`config.mk`:
```
export PLATFORM = sky130hd
export DESIGN_NAME = vc_alloc_2stage
export DESIGN_NICKNAME = d
export VERILOG_FILES = /design/src/rtl/vca_pkg.sv /design/src/rtl/vca_pick.sv /design/src/rtl/vca_rr.sv /design/src/rtl/vc_alloc_2stage.sv
export SDC_FILE = /design/constraint.sdc
export NUM_CORES = 2
export LEC_CHECK = 0
export ABC_AREA = 1
export BUFFER_PORTS_ARGS = -buffer_cell sky130_fd_sc_hd__buf_2
export CAP_MARGIN = 20
export CORE_UTILIZATION = 57
export DETAILED_ROUTE_END_ITERATION = 10
export PLACE_DENSITY = 0.72
export SYNTH_ARGS = -nofsm -noshare
export SYNTH_HDL_FRONTEND = slang
export SYNTH_SLANG_ARGS = --single-unit
```
`constraint.sdc`:
```
create_clock -name clk -period 5.46 [get_ports clk]
set_clock_uncertainty 0.1 [all_clocks]
set_input_delay 0.546 -clock clk [delete_from_list [all_inputs] [get_ports clk]]
set_output_delay 0.546 -clock clk [all_outputs]
set_load 0.02 [all_outputs]
```
`src/rtl/vca_pkg.sv`:
```
package vca_pkg;
  localparam int NUM_PORTS = 5;
  localparam int NUM_VCS   = 2;

  typedef enum logic {
    CLS_CTRL = 1'b0,
    CLS_DATA = 1'b1
  } msg_cls_e;
endpackage

```
`src/rtl/vca_pick.sv`:
```
// Stage one: fixed lowest-index choice among the candidate output VCs of one port.
module vca_pick #(
  parameter int V  = 2,
  parameter int VW = 1
) (
  input  logic [V-1:0]  cand,
  output logic          vld,
  output logic [VW-1:0] sel
);
  always_comb begin
    vld = |cand;
    sel = '0;
    for (int v = V - 1; v >= 0; v--) begin
      if (cand[v]) sel = VW'(v);
    end
  end
endmodule

```
`src/rtl/vca_rr.sv`:
```
// Stage two: round-robin arbiter for one output VC.
module vca_rr #(
  parameter int N = 10
) (
  input  logic         clk,
  input  logic         rst_n,
  input  logic [N-1:0] req,
  output logic [N-1:0] gnt,
  output logic         any
);
  localparam int NW = (N > 1) ? $clog2(N) : 1;

  logic [NW-1:0] ptr_q, ptr_d, win;
  logic [NW:0]   sum;

  always_comb begin
    gnt = '0;
    any = 1'b0;
    win = '0;
    sum = '0;
    for (int k = 0; k < N; k++) begin
      sum = {1'b0, ptr_q} + (NW+1)'(k);
      if (sum >= (NW+1)'(N)) sum = sum - (NW+1)'(N);
      if (!any && req[sum[NW-1:0]]) begin
        any = 1'b1;
        win = sum[NW-1:0];
      end
    end
    if (any) gnt[win] = 1'b1;
  end

  always_comb begin
    ptr_d = ptr_q;
    if (any) ptr_d = (win == NW'(N - 1)) ? '0 : win + 1'b1;
  end

  always_ff @(posedge clk or negedge rst_n) begin
    if (!rst_n) ptr_q <= '0;
    else        ptr_q <= ptr_d;
  end

  // a single winner per output VC per cycle
  a_r5_one_winner: assert property (@(posedge clk) disable iff (!rst_n)
    $onehot0(gnt));
endmodule

```
`src/rtl/vc_alloc_2stage.sv`:
```
module vc_alloc_2stage #(
  parameter int P = vca_pkg::NUM_PORTS,
  parameter int V = vca_pkg::NUM_VCS
) (
  input  logic                        clk,
  input  logic                        rst_n,
  input  logic [P*V-1:0]              in_req,
  input  logic [P*V-1:0]              in_head,
  input  logic [P*V-1:0]              in_cls,
  input  logic [P*V*$clog2(P)-1:0]    in_port,
  input  logic [P*V-1:0]              in_tail_go,
  output logic [P*V-1:0]              gnt,
  output logic [P*V*((V>1)?$clog2(V):1)-1:0] gnt_vc
);
  import vca_pkg::*;

  localparam int PV   = P * V;
  localparam int PW   = $clog2(P);
  localparam int VW   = (V > 1) ? $clog2(V) : 1;
  localparam int OW   = $clog2(PV);
  localparam int HALF = V / 2;

  function automatic logic [OW-1:0] ovc_of(logic [PW-1:0] p, logic [VW-1:0] v);
    return OW'(p) * OW'(V) + OW'(v);
  endfunction

  // state
  logic [PV-1:0] busy_q, busy_d;
  logic [PV-1:0] held_q, held_d;
  logic [OW-1:0] hovc_q [PV];
  logic [OW-1:0] hovc_d [PV];
  logic [PV-1:0] gnt_q, gnt_d;
  logic [VW-1:0] gvc_q [PV];
  logic [VW-1:0] gvc_d [PV];

  // stage one results
  logic [PV-1:0] c_vld;
  logic [VW-1:0] c_vc  [PV];
  logic [OW-1:0] c_ovc [PV];

  genvar gi, go;
  generate
    for (gi = 0; gi < PV; gi++) begin : g_in
      logic [PW-1:0] port_raw, port_sel;
      logic          port_ok, live;
      logic [V-1:0]  cand;

      assign port_raw = in_port[gi*PW +: PW];
      assign port_ok  = (port_raw < PW'(P));
      assign port_sel = port_ok ? port_raw : '0;
      assign live     = in_req[gi] & in_head[gi] & ~held_q[gi] & port_ok;

      always_comb begin
        for (int v = 0; v < V; v++) begin
          cand[v] = live
                 && ((v >= HALF) == (msg_cls_e'(in_cls[gi]) == CLS_DATA))
                 && !busy_q[ovc_of(port_sel, VW'(v))];
        end
      end

      vca_pick #(.V(V), .VW(VW)) u_pick (
        .cand (cand),
        .vld  (c_vld[gi]),
        .sel  (c_vc[gi])
      );

      assign c_ovc[gi] = ovc_of(port_sel, c_vc[gi]);
      assign gnt_vc[gi*VW +: VW] = gvc_q[gi];

      // assigned VC lies in the class range of the request
      a_r2_class: assert property (@(posedge clk) disable iff (!rst_n)
        gnt_q[gi] |-> ((gvc_q[gi] >= VW'(HALF)) == $past(in_cls[gi])));
      // grant is a single-cycle pulse
      a_r4_pulse: assert property (@(posedge clk) disable iff (!rst_n)
        gnt_q[gi] |=> !gnt_q[gi]);
      // holder does not compete again
      a_r7_holder_quiet: assert property (@(posedge clk) disable iff (!rst_n)
        held_q[gi] |-> !c_vld[gi]);
    end
  endgenerate

  // stage two
  logic [PV-1:0] r2  [PV];
  logic [PV-1:0] s2g [PV];
  logic [PV-1:0] s2any;
  logic [PV-1:0] win;

  generate
    for (go = 0; go < PV; go++) begin : g_out
      always_comb begin
        for (int i = 0; i < PV; i++) r2[go][i] = c_vld[i] && (c_ovc[i] == OW'(go));
      end

      vca_rr #(.N(PV)) u_rr (
        .clk   (clk),
        .rst_n (rst_n),
        .req   (r2[go]),
        .gnt   (s2g[go]),
        .any   (s2any[go])
      );

      // only a free output VC is handed out
      a_r3_free_only: assert property (@(posedge clk) disable iff (!rst_n)
        s2any[go] |-> !busy_q[go]);
      // an output VC turns busy only through a grant
      a_r3_busy_by_grant: assert property (@(posedge clk) disable iff (!rst_n)
        $rose(busy_q[go]) |-> $past(s2any[go]));
    end
  endgenerate

  always_comb begin
    win = '0;
    for (int o = 0; o < PV; o++) win = win | s2g[o];
  end

  // next state
  always_comb begin
    busy_d = busy_q;
    held_d = held_q;
    gnt_d  = '0;
    for (int i = 0; i < PV; i++) begin
      hovc_d[i] = hovc_q[i];
      gvc_d[i]  = gvc_q[i];
    end
    for (int i = 0; i < PV; i++) begin
      if (in_tail_go[i] && held_q[i]) begin
        held_d[i]         = 1'b0;
        busy_d[hovc_q[i]] = 1'b0;
      end
    end
    for (int i = 0; i < PV; i++) begin
      if (win[i]) begin
        gnt_d[i]         = 1'b1;
        gvc_d[i]         = c_vc[i];
        held_d[i]        = 1'b1;
        hovc_d[i]        = c_ovc[i];
        busy_d[c_ovc[i]] = 1'b1;
      end
    end
  end

  // registers
  always_ff @(posedge clk or negedge rst_n) begin
    if (!rst_n) begin
      busy_q <= '0;
      held_q <= '0;
      gnt_q  <= '0;
      for (int i = 0; i < PV; i++) begin
        hovc_q[i] <= '0;
        gvc_q[i]  <= '0;
      end
    end else begin
      busy_q <= busy_d;
      held_q <= held_d;
      gnt_q  <= gnt_d;
      for (int i = 0; i < PV; i++) begin
        hovc_q[i] <= hovc_d[i];
        gvc_q[i]  <= gvc_d[i];
      end
    end
  end

  assign gnt = gnt_q;
endmodule

```
==> results.md <==
* Clock Pin Slew Worst Setup and Hold Paths at 0.08 ns
* Fin Setup TNS at 0 ns
* Netlist cell types at 86
* Largest net degree at the start of global routing at 58
* Final Wtd Congestion at 1.155
* Die width at 242.8 um
* Post-synth EDFFs at 0
* Die ar. at about 60000 sq um
* FMAX at 187.4 MHz
* Global-route wire length before repair at 204900 um
* Crit-path max cell delay at 0.42 ns
* Cts bufs inserted at 9
* Number of vias in the routed layout at 41.86k
* Final #Nets at 6513
* Syn nets at 6297
* Critical Path Stages at 27
* Pre-CTS setup slack at 0.02576 ns
* Startpoint types: flop
* FF+latch count, synth at 110
* Total gr overflow at 0
* Top cells by area, synth: nand2_1 (20%), inv_1 (9.7%), nand3_1 (9.6%), dfrtp_1 (8.3%), ha_1 (8.1%)
* DP Area at approximately 35000 sq um
* Later-pin clock latency in the skew report at 0.39 ns
* Number of max-slew violations in the final report at 0
* Top cell type's share of synthesized area at 19.99%
* Sequential cell area at ~2800 sq um
* Longest Clk Path Bufs at 2
* Max FO, Critical Path at 8
* Footprint of the multi-input gates at 26540 sq um
* Status: complete, no violations
* Number of global-route vias before repair at 36.24k
* FF-to-FF path depth at 27
* Vias per std cell at around 6
* Final setup fails at 0
* Clock sink total at 110
* Final hold viol count at 0
* Worst Tran Pin Value at about 0.95 ns
* Critical Path Source: g_out[2].u_rr.ptr_q[1]$_DFFE_PN0P_
* Worst Setup End Kind: flop
* Rows at 87
* Commonest non-fill, non-tap cells in the layout: nand2_1 (1757), inv_1 (847), nand3_1 (629), nor2_1 (544), o21ai_0 (346)
* Largest delay share family, worst path: simple AND/OR/NAND/NOR gates
* Root Driver: clkbuf_16
* CP endpoint: busy_q[0]$_DFF_PN0_
* Most used DFF post-synth: dfrtp_1
* Worst hold slack at 0.03148 ns
* Drt pass-1 iters at 7
* Detailed-route DRC error count at 0
* Cell taking the most area after synthesis: nand2_1
* Worst endpoint required time at 5.63 ns
* Seq/Total Area, Yosys at 8.330%
* Die Height at roughly 240 um
* Top cell by count, worst path: nand2_1
* Antenna violations before repair at 13
* RSZ-0062 raised after global routing: true
* Commonest non-fill, non-tap cell in the layout: nand2_1
* Layout area overhead at 9.341%
* # fillers at roughly 5.7k
* DRT iter0 DRCs at 5345
* Hold-fix buffers, CTS at 0
* Worst path slowest cell: dfrtp_1
* Hold Path Class: in -> async
* Ys async rst share at 100.0%
* # IOs at 92
* Routed WL per cell at 19.36 um
* Total GRT Usage at 43.95%
* Max-slew headroom at 36.12%
* Design area at 36130 sq um
* Share of layout cells above drive strength 1 at 12.10%
* Crit path DAT at between 5 and 6 ns
* Core footprint at 56820 sq um
* Number of nets with antenna violations after routing at 0
* Crit Path Class: reg -> reg
* Period utilization at 97.73%
* Final worst slack at 0.1239 ns
* Ys Warns at 0
* CTS HTree Levels at 3
* Initial cell density of the core at 58.15%
* CTS tree: built
* Detailed Place HPWL at 111800 um
* Period minus WS final at 5.336 ns
* FF-to-FF Start: g_out[2].u_rr.ptr_q[1]$_DFFE_PN0P_
* Mean Syn Cell Area at 5.507 sq um
* Mapped Cells at 6000
* Buffers & Inverters on Critical Path at 5
* Total Routed Length at 135300 um
* Reg-to-reg slack, setup at 0.12 ns
* RR Endpoint: busy_q[0]$_DFF_PN0_
* Max cap viols at 0
* Port Buf Inserts at 91
* Post-Syn Area at roughly 33000 sq um
## synth_stat cells, types with 8 or more instances
cell,number
o21ai_0,352
xnor2_1,23
o22ai_1,10
nor2_2,63
a31o_2,10
a21o_1,8
nand4_1,158
inv_1,855
or2_2,14
inv_2,72
nand2_1,1760
clkinv_1,14
nor3_1,48
ha_1,215
buf_4,26
o211ai_1,69
buf_1,10
o21bai_1,14
a21oi_1,220
nand3_1,632
o21a_1,19
nor4_1,21
fa_1,10
a31oi_1,26
o41ai_1,22
xor2_2,13
clkbuf_1,11
xor2_1,138
a21oi_2,12
o2111ai_1,10
nor2_1,548
nor3_2,9
o21ai_1,126
nand3_2,50
nand3b_1,35
o31ai_1,14
buf_2,37
o21ai_2,27
dfrtp_1,110
nand2_2,44
nor2_4,20
## how the worst min path moves through the flow
stage                          start                                 end  slack (ns)  cells past startpoint
5_1_grt                        rst_n  g_out[7].u_rr.ptr_q[2]$_DFFE_PN0P_        0.07                      1
6_report                       rst_n  g_out[7].u_rr.ptr_q[3]$_DFFE_PN0P_        0.03                      1
3_3_place_gp   held_q[4]$_DFFE_PN0P_               held_q[4]$_DFFE_PN0P_        0.38                      1
2_1_floorplan                  rst_n                 busy_q[0]$_DFF_PN0_        0.15                      0
4_1_cts                        rst_n  g_out[7].u_rr.ptr_q[3]$_DFFE_PN0P_        0.04                      1
3_5_place_dp   held_q[4]$_DFFE_PN0P_               held_q[4]$_DFFE_PN0P_        0.39                      1
## cell type report
type,count,share of cell area [%]
multi-input cells,4859,73.45
inverters,942,9.866
flip-flops and latches,110,7.643
repair buffers,294,5.530
well taps,756,2.618
clock buffers,10,0.6337
clock inverters,6,0.1870
diodes,11,0.07619
## worst register-to-register path, delay by kind of cell, from the launching register on
| family | cells | cell delay (ns) |
|---|---|---|
| DFF | 1 | 0.42 |
| adders and majority gates | 2 | 0.57 |
| buffers and inverters | 5 | 0.88 |
| xor gates and xnor gates | 1 | 0.36 |
| AOI/OAI and AO/OA | 3 | 0.75 |
| and+or+nand+nor | 16 | 2.17 |
## stage by stage
step / util (%) / cells
2_1_floorplan: - / 6000
3_3_place_gp: 62.04 / 6931
3_5_place_dp: 62.04 / 6931
4_1_cts: 62.57 / 6947
5_1_grt: 63.57 / 6984
6_report: 63.59 / 6988
## state kept, by name (all words and copies together) (netlist names)
signal,cells
busy_q,10
gnt,10
held_q,10
g_out.u_rr.ptr_q,40
hovc_q,40
## logic make-up after synthesis
family	synth area share, %
AO/OA/AOI/OAI	18.28
XOR/XNOR	5.104
adder cells (fa/ha/maj)	8.747
buffers and inverters	12.28
flip-flops	8.330
multiplexers	0.06059
AND/OR/NAND/NOR	47.19
## metal layers
layer  up-vias  GRT usage, %  wire [um]
li1      20117             -          -
met1     18873         59.22      54700
met2      2426         66.11      56020
met3       432         9.476      16940
met4        10         21.22       7580
met5         -             0         66
## repair_timing
item / 4_1_cts / 5_1_grt
buffers inserted: 0 / 29
setup endpoints to repair: 2 / 66
gates cloned: 0 / 1
hold endpoints to repair: 0 / 0
pin swaps: 0 / 9
gates resized for setup: 1 / 76
Power is left out: the tool's default activity adds up to more than one toggle a clock period on the data nets, which glitch-free logic cannot reach.
